### src/rtl/ffGatherPkg.sv
package ffGatherPkg;

  localparam logic [4:0] SP_REG_NUM  = 5'd31;
  localparam int         ALIGN_BITS  = 4;
  localparam int         SCALE_SHIFT = 3;

  typedef struct packed {
    logic load;     // capture operands, reset the walk
    logic skip;     // retire current element without access
    logic capture;  // retire current element with the response beat
    logic commit;   // publish working vectors to the outputs
  } ctrlStrobe_t;

  typedef struct packed {
    logic curActive;
    logic isLast;
    logic isFirst;
    logic faulted;
    logic baseMisaligned;
  } dpStatus_t;

endpackage

### src/rtl/ffGatherDatapath.sv
module ffGatherDatapath
  import ffGatherPkg::*;
#(
  parameter int NUM_ELEM = 4,
  parameter int DATA_W   = 64,
  parameter int ADDR_W   = 64,
  parameter int IDX_W    = (NUM_ELEM > 1) ? $clog2(NUM_ELEM) : 1
) (
  input  logic                         clk,
  input  logic                         rstN,
  input  ctrlStrobe_t                  strobe,
  output dpStatus_t                    status,
  input  logic [4:0]                   baseRegNum,
  input  logic [ADDR_W-1:0]            gprBase,
  input  logic [ADDR_W-1:0]            stackPtr,
  input  logic [NUM_ELEM*DATA_W-1:0]   indexVec,
  input  logic [NUM_ELEM-1:0]          predMask,
  input  logic                         idx32Mode,
  input  logic                         signExt,
  input  logic                         scaleEn,
  input  logic [NUM_ELEM-1:0]          ffrIn,
  input  logic [DATA_W-1:0]            rspData,
  input  logic                         rspFault,
  output logic [ADDR_W-1:0]            reqAddr,
  output logic                         reqNonFault,
  output logic [NUM_ELEM*DATA_W-1:0]   resultVec,
  output logic [NUM_ELEM-1:0]          ffrOut
);

  logic [ADDR_W-1:0]          baseR;
  logic [NUM_ELEM*DATA_W-1:0] idxR;
  logic [NUM_ELEM-1:0]        predR;
  logic [NUM_ELEM-1:0]        ffrInR;
  logic                       idx32R, signExtR, scaleR;
  logic [IDX_W-1:0]           elemIdx;
  logic                       firstPending;
  logic                       faultedR;
  logic [NUM_ELEM*DATA_W-1:0] workRes;
  logic [NUM_ELEM-1:0]        workFfr;

  logic                       useSp;
  logic [ADDR_W-1:0]          baseSel;

  assign useSp   = (baseRegNum == SP_REG_NUM);
  assign baseSel = useSp ? stackPtr : gprBase;

  // per-element index slices
  logic [DATA_W-1:0] idxElem [NUM_ELEM];
  genvar g;
  generate
    for (g = 0; g < NUM_ELEM; g++) begin : gSlice
      assign idxElem[g] = idxR[g*DATA_W +: DATA_W];
    end
  endgenerate

  logic [DATA_W-1:0] idxCur;
  logic [ADDR_W-1:0] idxExt;
  logic [ADDR_W-1:0] offset;

  always_comb begin
    idxCur = idxElem[elemIdx];
    if (idx32R)
      idxExt = {{(ADDR_W-32){signExtR & idxCur[31]}}, idxCur[31:0]};
    else
      idxExt = ADDR_W'(idxCur);
    offset = scaleR ? (idxExt << SCALE_SHIFT) : idxExt;
  end

  assign reqAddr     = baseR + offset;
  assign reqNonFault = ~firstPending;

  assign status.curActive      = predR[elemIdx];
  assign status.isLast         = (elemIdx == IDX_W'(NUM_ELEM - 1));
  assign status.isFirst        = firstPending;
  assign status.faulted        = faultedR;
  assign status.baseMisaligned = useSp & (|stackPtr[ALIGN_BITS-1:0]);

  logic newFaulted;
  assign newFaulted = faultedR | rspFault;

  always_ff @(posedge clk) begin
    if (!rstN) begin
      baseR        <= '0;
      idxR         <= '0;
      predR        <= '0;
      ffrInR       <= '0;
      idx32R       <= 1'b0;
      signExtR     <= 1'b0;
      scaleR       <= 1'b0;
      elemIdx      <= '0;
      firstPending <= 1'b0;
      faultedR     <= 1'b0;
      workRes      <= '0;
      workFfr      <= '0;
      resultVec    <= '0;
      ffrOut       <= '0;
    end else begin
      if (strobe.load) begin
        baseR        <= baseSel;
        idxR         <= indexVec;
        predR        <= predMask;
        ffrInR       <= ffrIn;
        idx32R       <= idx32Mode;
        signExtR     <= signExt;
        scaleR       <= scaleEn;
        elemIdx      <= '0;
        firstPending <= 1'b1;
        faultedR     <= 1'b0;
        workRes      <= '0;
        workFfr      <= '0;
      end
      if (strobe.skip) begin
        workRes[elemIdx*DATA_W +: DATA_W] <= '0;
        workFfr[elemIdx] <= ffrInR[elemIdx] & ~faultedR;
        elemIdx <= elemIdx + 1'b1;
      end
      if (strobe.capture) begin
        workRes[elemIdx*DATA_W +: DATA_W] <= rspFault ? '0 : rspData;
        workFfr[elemIdx] <= ffrInR[elemIdx] & ~newFaulted;
        faultedR     <= newFaulted;
        firstPending <= 1'b0;
        elemIdx      <= elemIdx + 1'b1;
      end
      if (strobe.commit) begin
        resultVec <= workRes;
        ffrOut    <= workFfr;
      end
    end
  end

endmodule

### src/rtl/ffGatherCtrl.sv
module ffGatherCtrl
  import ffGatherPkg::*;
(
  input  logic        clk,
  input  logic        rstN,
  input  logic        start,
  input  dpStatus_t   status,
  input  logic        memReqReady,
  input  logic        memRspValid,
  input  logic        memRspFault,
  output ctrlStrobe_t strobe,
  output logic        memReqValid,
  output logic        done,
  output logic        abortOut
);

  typedef enum logic [2:0] {
    S_IDLE, S_EVAL, S_REQ, S_RSP, S_DONE
  } state_t;

  state_t state, nextState;
  logic   abortR, abortNext;

  always_comb begin
    strobe    = '0;
    nextState = state;
    abortNext = abortR;
    unique case (state)
      S_IDLE: begin
        if (start) begin
          strobe.load = 1'b1;
          abortNext   = status.baseMisaligned;
          nextState   = status.baseMisaligned ? S_DONE : S_EVAL;
        end
      end
      S_EVAL: begin
        if (status.curActive && !status.faulted) begin
          nextState = S_REQ;
        end else begin
          strobe.skip = 1'b1;
          nextState   = status.isLast ? S_DONE : S_EVAL;
        end
      end
      S_REQ: begin
        if (memReqReady) nextState = S_RSP;
      end
      S_RSP: begin
        if (memRspValid) begin
          if (status.isFirst && memRspFault) begin
            abortNext = 1'b1;
            nextState = S_DONE;
          end else begin
            strobe.capture = 1'b1;
            nextState      = status.isLast ? S_DONE : S_EVAL;
          end
        end
      end
      S_DONE: begin
        strobe.commit = ~abortR;
        nextState     = S_IDLE;
      end
      default: nextState = S_IDLE;
    endcase
  end

  assign memReqValid = (state == S_REQ);
  assign done        = (state == S_DONE);
  assign abortOut    = done & abortR;

  always_ff @(posedge clk) begin
    if (!rstN) begin
      state  <= S_IDLE;
      abortR <= 1'b0;
    end else begin
      state  <= nextState;
      abortR <= abortNext;
    end
  end

endmodule

### src/rtl/ffGatherSeq.sv
module ffGatherSeq
  import ffGatherPkg::*;
#(
  parameter int VEC_LEN = 256,
  parameter int DATA_W  = 64,
  parameter int ADDR_W  = 64,
  localparam int NUM_ELEM = VEC_LEN / DATA_W
) (
  input  logic                       clk,
  input  logic                       rstN,
  input  logic                       start,
  input  logic [4:0]                 baseRegNum,
  input  logic [ADDR_W-1:0]          gprBase,
  input  logic [ADDR_W-1:0]          stackPtr,
  input  logic [VEC_LEN-1:0]         indexVec,
  input  logic [NUM_ELEM-1:0]        predMask,
  input  logic                       idx32Mode,
  input  logic                       signExt,
  input  logic                       scaleEn,
  input  logic [NUM_ELEM-1:0]        ffrIn,
  output logic                       memReqValid,
  input  logic                       memReqReady,
  output logic [ADDR_W-1:0]          memReqAddr,
  output logic                       memReqNonFault,
  input  logic                       memRspValid,
  input  logic [DATA_W-1:0]          memRspData,
  input  logic                       memRspFault,
  output logic [VEC_LEN-1:0]         resultVec,
  output logic [NUM_ELEM-1:0]        ffrOut,
  output logic                       abortOut,
  output logic                       done
);

  ctrlStrobe_t strobe;
  dpStatus_t   status;

  ffGatherCtrl uCtrl (
    .clk         (clk),
    .rstN        (rstN),
    .start       (start),
    .status      (status),
    .memReqReady (memReqReady),
    .memRspValid (memRspValid),
    .memRspFault (memRspFault),
    .strobe      (strobe),
    .memReqValid (memReqValid),
    .done        (done),
    .abortOut    (abortOut)
  );

  ffGatherDatapath #(
    .NUM_ELEM (NUM_ELEM),
    .DATA_W   (DATA_W),
    .ADDR_W   (ADDR_W)
  ) uDp (
    .clk         (clk),
    .rstN        (rstN),
    .strobe      (strobe),
    .status      (status),
    .baseRegNum  (baseRegNum),
    .gprBase     (gprBase),
    .stackPtr    (stackPtr),
    .indexVec    (indexVec),
    .predMask    (predMask),
    .idx32Mode   (idx32Mode),
    .signExt     (signExt),
    .scaleEn     (scaleEn),
    .ffrIn       (ffrIn),
    .rspData     (memRspData),
    .rspFault    (memRspFault),
    .reqAddr     (memReqAddr),
    .reqNonFault (memReqNonFault),
    .resultVec   (resultVec),
    .ffrOut      (ffrOut)
  );

endmodule

### config.mk
export PLATFORM = sky130hd
export DESIGN_NAME = ffGatherSeq
export DESIGN_NICKNAME = d
export VERILOG_FILES = /design/src/rtl/ffGatherPkg.sv /design/src/rtl/ffGatherDatapath.sv /design/src/rtl/ffGatherCtrl.sv /design/src/rtl/ffGatherSeq.sv
export SDC_FILE = /design/constraint.sdc
export NUM_CORES = 2
export LEC_CHECK = 0
export CORE_MARGIN = 10
export CORE_UTILIZATION = 45
export CTS_CLUSTER_DIAMETER = 150
export CTS_CLUSTER_SIZE = 28
export DETAILED_ROUTE_END_ITERATION = 6
export PLACE_DENSITY_LB_ADDON = 0.2
export SYNTH_ARGS = -nofsm -noshare
export SYNTH_HDL_FRONTEND = slang
export SYNTH_SLANG_ARGS = --single-unit
### constraint.sdc
create_clock -name clk -period 5.5 [get_ports clk]
set_input_delay 1.1 -clock clk [delete_from_list [all_inputs] [get_ports clk]]
set_output_delay 1.1 -clock clk [all_outputs]
set_load 0.02 [all_outputs]
* Word level (Yosys, flattened, before mapping)
Cells that the tools add are included.
** Storage, ports and cells
- Bits in registers :: 859
- Bits of input ports :: 470
- Output and inout bits :: 328
- Word-level logic and storage cells :: 111
** Operators by class
- $add $sub $neg :: 3
- Magnitude comparators :: 3
- Equal/unequal tests :: 10
- Shift-type cells :: 3
- Muxes and demuxes :: 52
- Bitwise gates (word level) :: 12
- Reduce and logical (&&, ||, !) cells :: 12
** Operator list (count)
- two-way mux 256 bit :: 5
- bitwise mux 256 bit :: 2
- two-way mux 64 bit :: 6
- variable shift 64 x 34 -> 256 bit, first input constant :: 1
- variable part select 64 x 34 -> 256 bit :: 1
- variable part select 64 x 34 -> 256 bit, first input constant :: 1
- binary-select mux 64 bit (select 2 bit) :: 1
- adder 64 bit :: 1
- negation 8 -> 34 bit :: 1
- two-way mux 3 bit :: 7
- two-way mux 4 bit :: 5
- two-way mux 1 bit :: 16
- case mux 3 bit (4 select lines) :: 1
- bitwise mux 4 bit :: 2
- == test 3 x 2 -> 1 bit, second input constant :: 2
- two-way mux 2 bit :: 3
- bitwise AND 1 bit :: 5
- == test 5 bit, second input constant :: 1
- NOT 1 bit :: 5
- binary-select mux 1 bit (select 2 bit) :: 2
- inequality test 2 x 1 -> 1 bit, second input constant :: 2
- inequality test 2 bit, second input constant :: 2
- AND reduction 4 bit :: 1
- nonzero test 2 bit :: 2
- 18 further kinds :: 20

* Depth between registers and ports, before layout
- Depth in word-level cells :: 9
- Depth in mapped cells :: 17
- Mapped depth without buffers :: 14

* Modules after synthesis
From an unflattened synthesis, not the netlist that was laid out.
** Unflattened totals
- Cells, all modules :: 3808
- Area total of the unflattened synthesis :: 36961.7 um^2
** Modules (own cells, without submodules)
- ffGatherDatapath :: times used 1, cells each 3766, area an instance 36601.4 um^2, sequential area each 17116.4 um^2
- ffGatherCtrl :: times used 1, cells each 42, area an instance 360.3 um^2, sequential area each 80.1 um^2

* Worst setup path after synthesis
OpenSTA, ideal clock, no wires.
- Kind :: flip-flop to output port
- From :: reg uDp.elemIdx[0]
- To :: out memReqAddr[55]
- Arrival :: 4305 ps
- Required time :: 4400 ps
- Path slack :: 95 ps
- Cell stages (with the launch flop) :: 17
- Buffers on the path :: 4
- Cell sequence :: dfxtp_1 -> buf_4 -> buf_1 -> buf_2 -> mux4_2 -> mux2_2 -> ha_1 -> buf_2 -> nand4_1 -> nor3_1 -> nand2_1 -> o2bb2ai_1 -> o21a_1 -> a21oi_2 -> nor3_2 -> nor2_1 -> a311oi_1
** Between the ends
- Longest elaborated chain between the ends :: 8
** Ends and longest elaborated chain
- start: declaration :: line ffGatherDatapath.sv:35 : logic [IDX_W-1:0] elemIdx;
- start signal: assignment :: line ffGatherDatapath.sv:115 : elemIdx <= elemIdx + 1'b1;
- start signal: assignment :: line ffGatherDatapath.sv:122 : elemIdx <= elemIdx + 1'b1;
- NOT 2 -> 3 bit (not written as such) * :: line ffGatherDatapath.sv:61 : idxCur = idxElem[elemIdx];
- binary-select mux 64 bit (select 2 bit) * :: line ffGatherDatapath.sv:61
- two-way mux 64 bit (not written as such) * (2 in a row) :: line ffGatherDatapath.sv:61
- bitwise AND 1 bit :: line ffGatherDatapath.sv:63 : idxExt = {{(ADDR_W-32){signExtR & idxCur[31]}}, idxCur[31:0]};
- two-way mux 64 bit * :: line ffGatherDatapath.sv:62 : if (idx32R)
- two-way mux 64 bit * :: line ffGatherDatapath.sv:66 : offset = scaleR ? (idxExt << SCALE_SHIFT) : idxExt;
- adder 64 bit * :: line ffGatherDatapath.sv:69 : assign reqAddr = baseR + offset;
- end: declaration :: line ffGatherSeq.sv:23 : output logic [ADDR_W-1:0] memReqAddr,
Every way passes the cells marked *; elsewhere a longest branch is shown, timed or not. The select of a mux whose other input is x is not followed.

* Final worst setup path
- From :: reg uDp.elemIdx[0]
- To :: out memReqAddr[60]
The elaborated chain is that of the path after synthesis.

==> impl_metrics.py <==
metrics = {
    "place": {
        "pre_cts_slack_ps": -308.9,
        "place.detailed.instances": 6003,
        "routabilityCongestion": 0.9817,
        "detailedPlacementHpwl_um": 104400,
        "placedInstanceArea_sq_um": 48030,
        "port_buffers": 797,
    },
    "die": {
        "die_width_um": 310.2,
        "initial_utilization_pct": 45.35,
        "std_cell_rows": 106,
        "dieHeight_um": 310.2,
        "design.portCount": 798,
        "core_area_sq_um": 83560,
        "die-area_sq_um": 96200,
    },
    "logic_synthesis": {
        "yosys-top-cells-area": "sky130_fd_sc_hd__dfxtp_1 45%, sky130_fd_sc_hd__nand2_1 12%, sky130_fd_sc_hd__a21boi_0 11%",
        "netlist_instances": 4204,
        "synth-edff-count": 0,
        "synth_area_per_cell_sq_um": 9.013,
        "synth.distinct_cells": 81,
        "async_flop_share_pct": 0,
        "ys_seq_area_share_pct": 45.39,
        "post-synth-top-area-cell": "sky130_fd_sc_hd__dfxtp_1",
        "synth.ff_latch_count": 859,
        "yosys.cell_count.top_type": "sky130_fd_sc_hd__nand2_1",
        "syn_nets": 4743,
        "yosys-top-cells-count": "1,204 x sky130_fd_sc_hd__nand2_1, 859 x sky130_fd_sc_hd__dfxtp_1, 531 x sky130_fd_sc_hd__a21boi_0",
        "top_cell_type_s_share_of_synthesized_area_pct": 45.39,
        "number_of_synthesis_warnings": 0,
        "ys.flop_type": "sky130_fd_sc_hd__dfxtp_1",
        "synth_area_sq_um": 37890,
    },
    "timing": {
        "slew-limit-headroom_pct": 21.47,
        "max_slew.worst_pin.slew_ps": 1178,
        "rsz0062_at_grt": "true",
        "fmaxAchievable_mhz": 171.9,
        "number_of_failing_setup_endpoints_in_the_final_timing_report": 23,
        "period_share_pct": 105.8,
        "final_max_slew_viol_count": 0,
        "setup-tns-final_ps": -1995,
        "clock-skew-final_ps": 31.61,
        "final.setup.worst_slack_ps": -317.6,
        "hold_ws_ps": 454.0,
        "finalWorstPathRequiredPeriod_ps": 5818,
        "final_hold_violation_count": 0,
    },
    "clock_network": {
        "cts_max_level": 2,
        "clkSinkCount": 859,
        "clock_tree_from_tritoncts": "yes",
        "clockRootBuffer": "sky130_fd_sc_hd__clkbuf_16",
        "clock_latency_ps": 630,
        "cts.path.max_buffers": 3,
        "cts_hold_repair.buffers": 0,
        "cts.reportedPaths.clkPinSlew_ps": 120,
        "cts_made_buffers": 36,
    },
    "worst_setup_path": {
        "crit_start": "uDp.elemIdx[0]",
        "critical_path_sink": "memReqAddr[60]",
        "rrSetupSlack_ps": 1960,
        "crit_path_start_kind": "flop",
        "crit_arrival_ps": 4720,
        "endpoint_kind": "output port",
        "cp.required_ps": 4400,
        "worst-path-max-fanout": 5,
        "worst_r2r_startpoint": "uDp.elemIdx[0]",
        "reg2reg_depth": 13,
        "reg2reg_to": "uDp.workRes[241]",
        "setup.worst_path.class": "flop to output port",
    },
    "final_layout": {
        "final_net_count": 5551,
        "flow.area_growth_from_synthesis_pct": 34.32,
        "finalCoreUtilization_pct": 60.91,
        "drive_gt1_share_pct": 13.78,
        "fin_area_sq_um": 50890,
        "finalNonFillerCells": 6112,
    },
    "pwr": {
        "power.density_nw_per_um2": 262.1,
        "ir_drop_mv": 0.2624,
        "p_leak_nw": 19.30,
        "totalPowerFinal_mw": 13.34,
    },
    "grt": {
        "number_of_antenna_violations_at_the_first_check_in_global_routing": 29,
        "global_route_overflow": 0,
        "grt_max_degree": 260,
        "via_count_of_the_first_global_routing_pass": 32730,
        "grt_pass1_wl_um": 210600,
        "grt_use_total_pct": 28.37,
    },
    "hold_path": {
        "worst_hold_path_type": "flop to flop",
    },
    "status": {
        "status": "finished with violations",
        "failed_checks": "setup timing",
    },
    "flow_run": {
        "timing.max_cap.violations": 0,
    },
    "detailed_routing": {
        "first_pass_iters": 6,
        "route.final.wire_length_um": 145000,
        "initialDrtViolationCount": 2692,
        "remaining_drc_errors": 0,
        "routed_vias_inst": 5.506,
        "routedWlPerCell_um": 23.72,
        "route.antenna.remaining_nets": 0,
        "vias": 33650,
    },
}
## layer usage
metal / vias to the layer above / part of all wire [%] / global-route usage, %
li1: 16020 / - / -
met1: 16380 / 41 / 35.29
met2: 1033 / 47 / 47.38
met3: 200 / 8.1 / 7.633
met4: 22 / 3.3 / 8.980
met5: - / 0.10 / 0
## sequential cells by signal (all words and copies together) (netlist names), 2 cells and up
register and flops:
uCtrl.state 3, uDp.workFfr 4, uDp.idxR 256, uDp.workRes 256
uDp.ffrOut 4, uDp.elemIdx 2, uDp.predR 4, uDp.resultVec 256
uDp.ffrInR 4, uDp.baseR 64
## how the worst min path moves through the flow
stage | start | end | slack (ps) | depth (start not counted)
after floorplan | uDp.idxR[143] | uDp.idxR[143] | 440 | 2
after global placement | uDp.workRes[12] | uDp.resultVec[12] | 450 | 2
after detailed placement | uDp.workRes[110] | uDp.workRes[110] | 450 | 1
after CTS | uDp.workRes[65] | uDp.resultVec[65] | 460 | 2
after global routing | uDp.resultVec[78] | uDp.resultVec[78] | 490 | 2
final | uDp.workRes[65] | uDp.resultVec[65] | 450 | 2
## critical path: stages, from the launching register on
cell                        delay (ps)
sky130_fd_sc_hd__dfxtp_4           380
sky130_fd_sc_hd__buf_12            140
sky130_fd_sc_hd__bufbuf_16         260
sky130_fd_sc_hd__mux4_2            560
sky130_fd_sc_hd__mux2_4            300
sky130_fd_sc_hd__ha_4              290
sky130_fd_sc_hd__a21oi_2            60
sky130_fd_sc_hd__o21bai_1          240
sky130_fd_sc_hd__or2_1             190
sky130_fd_sc_hd__o22ai_2            90
sky130_fd_sc_hd__or4_4             510
sky130_fd_sc_hd__a21oi_4           260
sky130_fd_sc_hd__o2111ai_1         150
sky130_fd_sc_hd__and2_1            180
sky130_fd_sc_hd__a311o_1           310
sky130_fd_sc_hd__buf_6             150
## cell families (layout without fill, tap and decap cells)
| logic type | count (synthesis) | in the layout | share of synthesized area, % |
|---|---|---|---|
| simple gates | 1559 | 1559 | 17.49 |
| fa+ha+maj | 69 | 69 | 2.298 |
| compound gates | 1124 | 1124 | 22.37 |
| buf+inv | 343 | 1155 | 3.771 |
| xor+xnor | 61 | 61 | 1.410 |
| flops | 859 | 859 | 45.39 |
| mux | 189 | 189 | 7.272 |
| other cells | 0 | 16 | 0 |
## what timing repair did
action / CTS / global route
gates cloned: 1 / 0
buffers inserted: 22 / 31
pin swaps: 45 / 88
gates resized for setup: 312 / 186
endpoints found under the setup margin: 53 / 47
endpoints found under the hold margin: 0 / 0
## power by group
| group | internal [mW] | switching (mW) | total [mW] |
|---|---|---|---|
| Clock | 1.25 | 2.03 | 3.28 |
| Sequential | 6.42 | 0.174 | 6.59 |
| Combinational | 1.63 | 1.84 | 3.47 |
## area by class of cell
class                   count  area (sq um)
diodes                     16         40.04
fillers                  7317         32660
repair buffers           1094         10550
well taps                1080          1351
clock inverters             3         51.30
inverters                  19         71.32
multi-input cells        3002         20690
flip-flops and latches    859         17210
clock buffers              39         933.4
## cell usage in the layout, fill, tap and decap left out, types with 8 or more instances in the layout
cell and instances:
sky130_fd_sc_hd__nand2_1 1189, sky130_fd_sc_hd__o211ai_1 8, sky130_fd_sc_hd__inv_1 18, sky130_fd_sc_hd__a21o_1 27, sky130_fd_sc_hd__a21oi_4 14, sky130_fd_sc_hd__buf_4 271, sky130_fd_sc_hd__nor2b_1 205, sky130_fd_sc_hd__buf_12 21
sky130_fd_sc_hd__mux4_2 66, sky130_fd_sc_hd__mux2_2 18, sky130_fd_sc_hd__ha_1 38, sky130_fd_sc_hd__xnor2_2 11, sky130_fd_sc_hd__o211a_1 65, sky130_fd_sc_hd__buf_6 40, sky130_fd_sc_hd__a22o_1 131, sky130_fd_sc_hd__o21ai_1 8
sky130_fd_sc_hd__xnor2_1 25, sky130_fd_sc_hd__a22oi_1 130, sky130_fd_sc_hd__a21oi_1 87, sky130_fd_sc_hd__clkdlybuf4s50_1 742, sky130_fd_sc_hd__dfxtp_1 856, sky130_fd_sc_hd__o21ai_0 21, sky130_fd_sc_hd__o21ai_2 13, sky130_fd_sc_hd__nor2_1 45
sky130_fd_sc_hd__mux2i_1 92, sky130_fd_sc_hd__ha_4 28, sky130_fd_sc_hd__xor2_1 16, sky130_fd_sc_hd__o21bai_1 10, sky130_fd_sc_hd__nand2_2 13, sky130_fd_sc_hd__mux2_4 12, sky130_fd_sc_hd__nor2_2 8, sky130_fd_sc_hd__a21boi_0 529
sky130_fd_sc_hd__diode_2 16, sky130_fd_sc_hd__a21oi_2 26, sky130_fd_sc_hd__clkbuf_16 37, sky130_fd_sc_hd__nand4_1 15
Power figures use the tool's default switching activity.
